--- src/rtl/fa_cache.sv ---
module fa_cache #(
  parameter int ENTRIES = 16,
  parameter int AW = 32,
  parameter int DW = 32
) (
  input  logic          clk,
  input  logic          rst_n,
  input  logic          req_valid,
  input  logic [AW-1:0] req_addr,
  output logic          busy,
  output logic          done,
  output logic          hit,
  output logic [DW-1:0] rd_data,
  output logic          mem_req,
  output logic [AW-1:0] mem_addr,
  input  logic          mem_ack,
  input  logic [DW-1:0] mem_data
);
  localparam int IW = (ENTRIES > 1) ? $clog2(ENTRIES) : 1;

  logic [AW-1:0]  tag_q  [ENTRIES];
  logic [DW-1:0]  data_q [ENTRIES];
  logic [ENTRIES-1:0] valid_q;
  logic [ENTRIES-1:0] match;
  logic [IW-1:0]  match_idx, free_idx, victim, rr_q;
  logic           any_match, any_free, fetching_q;

  for (genvar i = 0; i < ENTRIES; i++) begin : g_cmp
    assign match[i] = valid_q[i] && (tag_q[i] == req_addr);
  end

  always_comb begin
    match_idx = '0;
    any_match = 1'b0;
    for (int i = ENTRIES - 1; i >= 0; i--) begin
      if (match[i]) begin
        match_idx = IW'(i);
        any_match = 1'b1;
      end
    end
  end

  always_comb begin
    free_idx = '0;
    any_free = 1'b0;
    for (int i = ENTRIES - 1; i >= 0; i--) begin
      if (!valid_q[i]) begin
        free_idx = IW'(i);
        any_free = 1'b1;
      end
    end
  end

  assign victim  = any_free ? free_idx : rr_q;
  assign busy    = fetching_q;
  assign mem_req = fetching_q;

  wire accept = req_valid && !fetching_q;
  wire fill   = fetching_q && mem_ack;

  always_ff @(posedge clk) begin
    if (!rst_n) begin
      fetching_q <= 1'b0;
      valid_q    <= '0;
      rr_q       <= '0;
      done       <= 1'b0;
      hit        <= 1'b0;
    end else begin
      done <= 1'b0;
      hit  <= 1'b0;
      if (fill) begin
        fetching_q      <= 1'b0;
        valid_q[victim] <= 1'b1;
        rr_q            <= (rr_q == IW'(ENTRIES - 1)) ? '0 : rr_q + 1'b1;
        done            <= 1'b1;
      end else if (accept) begin
        if (any_match) begin
          done <= 1'b1;
          hit  <= 1'b1;
        end else begin
          fetching_q <= 1'b1;
        end
      end
    end
  end

  always_ff @(posedge clk) begin
    if (fill) begin
      tag_q[victim]  <= mem_addr;
      data_q[victim] <= mem_data;
      rd_data        <= mem_data;
    end else if (accept) begin
      if (any_match) rd_data <= data_q[match_idx];
      else           mem_addr <= req_addr;
    end
  end
endmodule

--- config.mk ---
export PLATFORM = sky130hd
export DESIGN_NAME = fa_cache
export DESIGN_NICKNAME = d
export VERILOG_FILES = /design/src/rtl/fa_cache.sv
export SDC_FILE = /design/constraint.sdc
export NUM_CORES = 1
export LEC_CHECK = 0
export BUFFER_PORTS_ARGS = -buffer_cell sky130_fd_sc_hd__buf_2
export CORE_UTILIZATION = 35
export CTS_BUF_LIST = sky130_fd_sc_hd__clkbuf_4 sky130_fd_sc_hd__clkbuf_8
export DETAILED_ROUTE_END_ITERATION = 7
export PLACE_DENSITY = 0.47
export RECOVER_POWER = 50
export SYNTH_ARGS = -nofsm -noshare
export SYNTH_HDL_FRONTEND = slang
export SYNTH_SLANG_ARGS = --single-unit
--- constraint.sdc ---
create_clock -name clk -period 7.8 [get_ports clk]
set_input_delay 0.39 -clock clk [delete_from_list [all_inputs] [get_ports clk]]
set_output_delay 0.39 -clock clk [all_outputs]
set_load 0.005 [all_outputs]
# Word level (Yosys, flattened, before mapping)
# Memory sizes are Yosys's and may differ from the RTL's.
# Index checks and enable logic that the tools add are counted.
# totals
register_bits,87
ramBits,1024
input_bits,68
memories,2
# mem_list
memory,depth,width,read_ports,rd_ports_with_merged_regs,write_ports,line_no,rtl
data_q,16,32,1,0,1,22,logic [DW-1:0] data_q [ENTRIES];
tag_q,16,32,16,0,1,21,logic [AW-1:0] tag_q [ENTRIES];
# classes
n_addsub,1
order_cmp,2
eq_ne,17
n_mux,76
bitwise_logic,4
n_reduce_logical,26
# op_table
operator,n
== test 32 bit,16
two-way mux 4 bit,34
two-way mux 32 bit,3
two-way mux 1 bit,38
logical AND 1 bit,19
bitwise OR 16 bit,1
less-than comparator 4 x 5 -> 1 bit (second input constant),1
adder 4 x 1 -> 4 bit (second input constant),1
demux 1 bit (select 4 bit),1
== test 4 bit (second input constant),1
>= comparator 4 x 1 -> 1 bit (second input constant),1
AND reduction 2 bit,2
nonzero test 2 bit,2
inverter 1 bit,3
AND reduction 3 bit,1
OR reduction 2 bit,1
logical NOT 1 bit,1

# Longest topological paths before layout
# Gate-level depths: netlist of run 1.
# depth
ltp_word,22
mapped_depth,17
mapped_depth_nobuf,11

# Worst setup path before layout of run 1
# OpenSTA, ideal clock, no wires.
# synth_timing
kind,in2reg
start,in req_addr[0]
end,reg rd_data[0] (enable)
arrival_ps,4572
t_required_ps,7333
setup_slack_ps,2761
stages,11
n_path_buf,3
path_cell_list,buf_4 -> buf_2 -> xnor2_1 -> nor4b_1 -> nand4_1 -> or4_1 -> buf_2 -> and4_4 -> nand2_1 -> nor3_1 -> o21ai_0
# synth_via
elab_chain_cells,20
# synth_lines
element,line_no,rtl
start: declaration,9,"input logic [AW-1:0] req_addr,"
== test 32 bit,29,assign match[i] = valid_q[i] && (tag_q[i] == req_addr);
logical AND 1 bit,29,
two-way mux 1 bit (15 in series),36,if (match[i]) begin
two-way mux 1 bit *,36,
nonzero test 2 bit (no line) *,--,
AND reduction 2 bit (no line) *,--,
end signal: assignment,91,rd_data <= mem_data;
end signal: assignment,93,if (any_match) rd_data <= data_q[match_idx];
end: declaration,13,"output logic [DW-1:0] rd_data,"
# Every way passes the cells marked *; elsewhere a longest branch is shown, timed or not.
# A chain may end at the register's enable or synchronous reset.

# Worst setup path in the final report of run 1
# layout_timing
start,in req_addr[21]
end,"reg rd_data[26], data pin"
# layout_via
elab_chain_cells,22
# layout_lines
element,line_no,rtl
== test 32 bit,29,
logical AND 1 bit,29,
two-way mux 4 bit (15 in series),36,
two-way mux 4 bit *,36,
memory read (16 x 32 bit) *,--,
two-way mux 32 bit *,93,
two-way mux 32 bit *,92,end else if (accept) begin
two-way mux 32 bit *,88,if (fill) begin
# Every way passes the cells marked *; elsewhere a longest branch is shown, timed or not. The select of a mux whose other input is x is not followed.

==> metrics.md, run 1 <==
| Metric | Value |
|---|---|
| Post-synth top cells | `edfxtp_1, xor2_1, xnor2_1, nand4_1, nor4_1` |
| GRT Total Usage | `0.240` |
| Total chip power | `approximately 13 mW` |
| Peak supply drop | `0.162 mV` |
| Router iterations before antenna repair | `5` |
| Setup TNS | `0 ns` |
| Pins over their slew limit | `602` |
| Clock latency on the worst-skew pair | `about 0.93 ns` |
| Post-CTS Setup Bufs | `0` |
| Synth warnings | `0` |
| DRT iter0 DRCs | `2602` |
| Post-route insts no fill | `around 5.2k` |
| Die H | `370 µm` |
| Cell Area, Synth | `between 40000 and 50000 µm²` |
| Clock Pin Slew Worst Setup and Hold Paths | `0.06 ns` |
| Leakage power | `17.6 nW` |
| Share of cells above drive strength 1 | `0.167` |
| TritonCTS clock tree | `yes` |
| Synthesized area per cell | `15.9 µm²` |
| Slew @ Worst Pin | `3.60 ns` |
| Util after Layout | `0.406` |
| Async S/R FF share, synth | `0` |
| Largest net degree at the start of global routing | `64` |
| Clock Sinks | `1111` |
| Initial Util | `0.354` |
| Placer Congestion | `0.855` |
| Pre-CTS WS | `1.62 ns` |
| CORE AREA | `134000 µm²` |
| Layout area overhead | `14.7%` |
| Vias in the first global route | `roughly 29k` |
| Drt total wl | `165000 µm` |
| Final worst slack | `1.44 ns` |
| Post-synth cell types | `75` |
| Post-Layout Inst Area | `54400 µm²` |
| Via count | `roughly 29k` |
| Initial antenna violation count | `11` |
| CP Class | `in2reg` |
| Width of the die | `370 µm` |
| Synthesized flop and latch total | `about 1.1k` |
| FP Rows | `around 130` |
| Critical Path Fanout Max | `48` |
| Filler cell count | `12.3k` |
| DR DRC count | `0` |
| Die area | `137000 µm²` |
| PD cells | `between 200 and 250 nW/µm²` |
| Gate Count Post-Synth | `2975` |
| GRT Residual Overflow | `0` |
| Synth area leader | `edfxtp_1` |
| Busiest grt layer | `met2` |
| GRT met1 Usage | `0.315` |
| CTS buffer count | `194` |
| Crit path max-delay cell type | `clkbuf_1` |
| Vias per cell | `about 5.5` |
| First-pass GRT wire length | `about 230000 µm` |
| Setup crit end kind | `flop` |
| Met2 global-route usage | `0.403` |
| Io pins | `136` |
| Min cycle time layout | `6.36 ns` |
| Arr. time, crit path | `7.03 ns` |
| RSZ-0062 raised after global routing | `no` |
| Root Buffer | `clkbuf_8` |
| Critical path's largest stage delay | `1.77 ns` |
| Fin nets | `3375` |
| Post-DRT Antenna Nets | `0` |
| DR WL/cell | `31.6 µm` |
| Met3 usage | `0.0360` |
| Clock tree buffer depth | `3` |
| Placed cells | `4834` |
| Run status | `finished, violations left` |
| Syn_nets | `roughly 3.0k` |
| Startpoint Class | `input port` |
| Worst Skew | `0.0418 ns` |
| Final setup fails | `0` |
| Max Cap Viol | `35` |
| Crit-path cells | `clkbuf_1 > clkbuf_1 > xnor2_1 > and4_1 > nand4_1 > or4_1 > a211oi_1 > o221a_1 > o21a_4 > buf_4 > mux2_2 > o32ai_2 > a211oi_1 > o31a_1` |
| EDFF count, synth | `1088` |
| Hold WS | `0.391 ns` |
| CP required | `8.46 ns` |
| Share of the yosys chip area belonging to registers | `0.698` |
| # H-tree levels | `4` |
| Hold Crit Class | `in2reg` |
| Port-buffer cells | `135` |
| Relative slew margins | `-1.40` |
| Ys flop type | `edfxtp_1` |
| Top-area cell type share of the netlist area | `0.689` |
| Hpwl dp | `101000 µm` |
| Most frequent cell after synthesis | `edfxtp_1` |
| Fmax | `157 MHz` |
| Tcrit/Tclk final | `0.816` |
| Largest cells by area after synthesis | `edfxtp_1, xor2_1, xnor2_1` |
| Placed Area | `~50000 µm²` |
| Final Hold Fails | `0` |
| Violated checks | `capacitance limit, slew limit` |
==> cell type report <==
cell class                 instances  area, µm²  area share
clock inverter                    72        552      0.0101
sequential                      1111      33100       0.609
multi-input combinational       1699      13400       0.247
antenna                            3       7.51    0.000138
clock buffer                     272       3280      0.0603
inverter                           9       33.8    0.000621
timing repair buffer             291       1780      0.0327
tap                             1768       2210      0.0407
==> critical path: cells and delay by family <==
family | cells | cell delay [ns]
AND/OR/NAND/NOR | 3 | 1.09
multiplexers | 1 | 0.37
AO/OA/AOI/OAI | 6 | 2.26
XOR/XNOR | 1 | 0.23
buffers and inverters | 3 | 2.58
==> worst paths after layout <==
path                            cells past startpoint            to  slack [ns]    startpoint
worst min register to register                      0  tag_q[4][18]        0.45  mem_addr[18]
worst max register to register                      9    rd_data[1]        1.94          busy
worst max-delay path                               14   rd_data[26]        1.44  req_addr[21]
worst min-delay path                                2  mem_addr[11]        0.39  req_addr[11]
==> state kept, by name, indices dropped and copies added, names as in the netlist <==
| name | count |
|---|---|
| hit | 1 |
| data_q | 512 |
| done | 1 |
| rd_data | 32 |
| valid_q | 16 |
| mem_addr | 32 |
| tag_q | 512 |
| busy | 1 |
| rr_q | 4 |
==> what timing repair did <==
| action | 4_1_cts | 5_1_grt |
|---|---|---|
| hold buffers | 44 | 0 |
| gates resized for setup | 0 | 0 |
| endpoints found under the hold margin | 545 | 0 |
==> power breakdown <==
group	internal [mW]	switching (mW)
combinational	0.165	0.484
clock	2.94	2.49
sequential	6.60	0.0394
total	9.71	3.01
==> cell families (layout without fill, tap and decap cells) <==
logic type / Yosys count / count (layout) / share of synthesized area
compound gates: 202 / 202 / 0.0381
xor+xnor: 511 / 511 / 0.0943
fa+ha+maj: 1 / 1 / 0.000264
buf+inv: 165 / 644 / 0.0230
flops: 1111 / 1111 / 0.698
mux: 219 / 219 / 0.0487
other cells: 0 / 3 / 0
simple gates: 766 / 766 / 0.0974
==> routing by layer <==
metal / up-vias / share of wire
met5: - / 0
li1: 12300 / -
met3: 269 / 0.055
met4: 0 / 0.032
met2: 1103 / 0.49
met1: 14900 / 0.43
==> cell usage in the layout (no fill, tap or decap), types with 7 or more instances in the layout <==
cell type and instances:
inv_1 9, nor4b_1 16, dfxtp_1 23, buf_2 27, clkinv_2 10, o32ai_2 29, o31a_1 29, nand3b_1 28
or4_1 19, clkbuf_8 198, and3_1 91, clkbuf_1 137, a211oi_1 35, nor3_1 30, xnor2_1 214, mux2i_1 124
clkbuf_4 74, nor2_1 67, o21a_1 16, a21boi_0 32, buf_4 75, bufinv_16 7, nand4_1 155, nand2_1 70
a21oi_1 9, clkinv_1 41, nand3_1 36, nor4_1 128, nand2b_1 10, dlygate4sd3_1 44, inv_6 7, and4_1 11
or3b_2 9, nor2_4 17, nand4b_1 40, mux2_2 93, o21ai_0 10, nor2b_1 8, xor2_1 297, edfxtp_1 1088
No activity file was read; power rests on OpenSTA's default activity.
==> run 2, diff against run 1 <==
- ABC_AREA: unset -> 1
- clock period: 7.8 -> 6.3 ns (I/O delays scaled with it)
==> run 2 against run 1 <==
  * The flow still finishes with violations (capacitance limit, slew limit)
  * Synthesized area decreased by 1.5%
  * Routed wire length hardly changed
  * Clock skew decreased by 0.00095 ns
==> metrics.md, run 2 <==
| Metric | Value |
|---|---|
| Clock latency on the worst-skew pair | `0.91 ns (-0.02 ns)` |
| Pre-CTS WS | `1.17 ns (-0.460 ns)` |
| DR DRC count | `0 (unchanged)` |
| # H-tree levels | `4 (unchanged)` |
| Relative slew margins | `-0.640 (+0.759)` |
| Post-CTS Setup Bufs | `0 (unchanged)` |
| Post-Layout Inst Area | `54200 µm² (-0.32%)` |
| Largest cells by area after synthesis | `edfxtp_1, nand2_1, nand3_1` |
| Leakage power | `19.1 nW (+8.9%)` |
| Syn_nets | `3954 (+30%)` |
| Router iterations before antenna repair | `6 (+1)` |
| CP required | `6.95 ns (-1.51 ns)` |
| Largest net degree at the start of global routing | `156 (+140%)` |
| Setup TNS | `0 ns (unchanged)` |
| Vias per cell | `5.36 (-2.1%)` |
| Number of hold buffers added after CTS | `65 (+48%)` |
| Startpoint Class | `input port` |
| Fin nets | `4264 (+26%)` |
| Final setup fails | `0 (unchanged)` |
| Fmax | `176 MHz` |
| DR WL/cell | `27.1 µm (-14%)` |
| Crit path max-delay cell type | `clkbuf_1` |
| CP most frequent cell | `nand2_1` |
| Placer Congestion | `0.888 (+3.8%)` |
| Biggest regs | `data_q: 512 flops, tag_q: 512 flops` |
| CTS buffer count | `193 (-0.52%)` |
| FP Rows | `133 (-0.75%)` |
| Top-area cell type share of the netlist area | `0.699 (+0.0106)` |
| Root Buffer | `clkbuf_8` |
| Cell Area, Synth | `46700 µm² (-1.5%)` |
| Hold WS | `0.382 ns (-0.00915 ns)` |
| GRT Residual Overflow | `0 (unchanged)` |
| Final worst slack | `0.633 ns (-0.804 ns)` |
| Final Hold Fails | `0 (unchanged)` |
| Worst Skew | `0.0409 ns (-0.000945 ns)` |
| Clock Pin Slew Worst Setup and Hold Paths | `0.06 ns (about the same)` |
| Most frequent cells in the layout | `edfxtp_1, nand2_1, nand3_1` |
| Run status | `finished, violations left` |
| Vias in the first global route | `31.4k (+8.2%)` |
| Critical path's largest stage delay | `1.07 ns (-0.70 ns)` |
| Synthesized area per cell | `12.0 µm² (-25%)` |
| Gate Count Post-Synth | `3885 (+31%)` |
| Drt total wl | `165000 µm (about the same)` |
| Arr. time, crit path | `6.32 ns (-0.71 ns)` |
| Initial Util | `0.354 (about the same)` |
| Via count | `32.7k (+15%)` |
| Commonest non-fill, non-tap cell in the layout | `edfxtp_1` |
| Width of the die | `367 µm (-0.76%)` |
| Peak supply drop | `0.236 mV (+45%)` |
| Violated checks | `capacitance limit, slew limit` |
| Ys flop type | `edfxtp_1` |
| TritonCTS clock tree | `yes` |
| Clock Sinks | `1111 (unchanged)` |
| Post-DRT Antenna Nets | `0 (unchanged)` |
| Share of cells above drive strength 1 | `0.124 (-0.0426)` |
| Clock tree buffer depth | `3 (unchanged)` |
| Tcrit/Tclk final | `0.899` |
| First-pass GRT wire length | `233000 µm (+2.3%)` |
| Async S/R FF share, synth | `0 (unchanged)` |
| CORE AREA | `132000 µm² (-1.5%)` |
| Critical Path Fanout Max | `23 (-52%)` |
| Pins over their slew limit | `521 (-13%)` |
| Hold Crit Depth | `2 (unchanged)` |
| Initial antenna violation count | `15 (+4)` |
| Crit-path cells | `dlygate4sd3_1 > clkbuf_1 > inv_1 > a22o_1 > or4_1 > nor3_1 > nand4_1 > nand2_1 > inv_1 > nand2_1 > a21oi_4 > inv_2 > buf_4 > nand2_1 > nand3_1 > nand3_1 > nand2_1 > inv_1` |
| Synth area leader | `edfxtp_1` |
| Hold Crit Class | `in2reg` |
| Io pins | `136 (unchanged)` |
| Max Cap Viol | `28 (-20%)` |
| Util after Layout | `0.411 (+0.00482)` |
| DRT iter0 DRCs | `3864 (+49%)` |
| RSZ-0062 raised after global routing | `no` |
| Layout area overhead | `16.1%` |
| Reg2reg setup slack | `1.22 ns (-0.72 ns)` |
| Hpwl dp | `95200 µm (-5.4%)` |
| Min cycle time layout | `5.67 ns` |
| Post-CTS sizing | `0 (unchanged)` |
| PD cells | `285 nW/µm² (+22%)` |
| Synthesized flop and latch total | `1111 (unchanged)` |
| R2R depth | `8 (-1)` |
| Port-buffer cells | `135 (unchanged)` |
| Post-synth top cells | `edfxtp_1, nand2_1, nand3_1, inv_1, nor2_1` |
| CP Class | `in2reg` |
| Slew @ Worst Pin | `2.46 ns (-1.14 ns)` |
| Die area | `135000 µm² (-1.5%)` |
| Placed Area | `50100 µm² (-0.58%)` |
| Post-synth cell types | `46 (-39%)` |
| Setup crit end kind | `flop` |
| Die H | `367 µm (-0.76%)` |
| Most frequent cell after synthesis | `edfxtp_1` |
| Share of the yosys chip area belonging to registers | `0.709 (+0.0108)` |
| GRT Total Usage | `0.243 (+0.00297)` |
| Synth warnings | `0 (unchanged)` |
| EDFF count, synth | `1088 (unchanged)` |
==> run 2: cell types whose count changed after synthesis, sizes merged, moves of 66 or more <==
cell | previous run | this run
and3 | 91 | 1
inv | 9 | 191
mux2 | 95 | 0
mux2i | 124 | 0
nand2 | 73 | 940
nand3 | 36 | 639
nand4 | 155 | 35
nor4 | 128 | 31
o21ai | 13 | 118
o22ai | 1 | 67
xnor2 | 214 | 116
xor2 | 297 | 48
==> run 2: logic make-up after synthesis <==
kind of cell               share of synthesized area
buffers and inverters                         0.0384
xor gates and xnor gates                      0.0307
DFF                                            0.709
and+or+nand+nor                                0.179
AOI/OAI and AO/OA                             0.0427
adders and majority gates                   0.000268
==> run 2: path summary, 6_finish.rpt <==
kind                                    from              to
worst max register to register          busy  data_q[12][24]
worst max-delay path            req_addr[12]      rd_data[8]
worst min register to register  mem_addr[22]    tag_q[7][22]
worst min-delay path            req_addr[15]    mem_addr[15]
==> run 2: worst max-delay path: cells and delay by family <==
family,cells,cell delay (ns)
compound gates,2,0.46
buf+inv,7,3.49
simple gates,9,1.98
==> run 2: layout make-up <==
| cell class | count | area [µm²] |
|---|---|---|
| Fill cell | 12600 | 77700 |
| Sequential cell | 1111 | 33100 |
| Multi-Input combinational cell | 2368 | 12000 |
| Clock buffer | 265 | 3250 |
| Timing Repair Buffer | 330 | 2460 |
| Tap cell | 1755 | 2200 |
| Inverter | 191 | 719 |
| Clock inverter | 81 | 464 |
| Antenna cell | 8 | 20.0 |
==> run 2: power by group <==
| group | total [mW] | leakage [nW] | switching (mW) | internal [mW] |
|---|---|---|---|---|
| clock network | 6.50 | 1.95 | 3.06 | 3.44 |
| registers | 8.25 | 10.0 | 0.0583 | 8.19 |
| logic | 0.722 | 7.19 | 0.549 | 0.173 |
==> run 2: routing by layer <==
layer | share of wire | vias to the layer above | GRT usage
met3 | 0.071 | 275 | 0.0404
met1 | 0.45 | 16500 | 0.349
li1 | - | 14500 | -
met5 | 0.00025 | - | 0
met2 | 0.45 | 1397 | 0.370
met4 | 0.029 | 6 | 0.0825
==> run 2: stage by stage <==
step | cells | total power, mW
floorplan | 3885 | 8.66
finish | 6109 | 15.5
global placement | 5690 | 9.09
global route | 6104 | 15.9
detailed placement | 5690 | 9.09
CTS | 6101 | 15.6
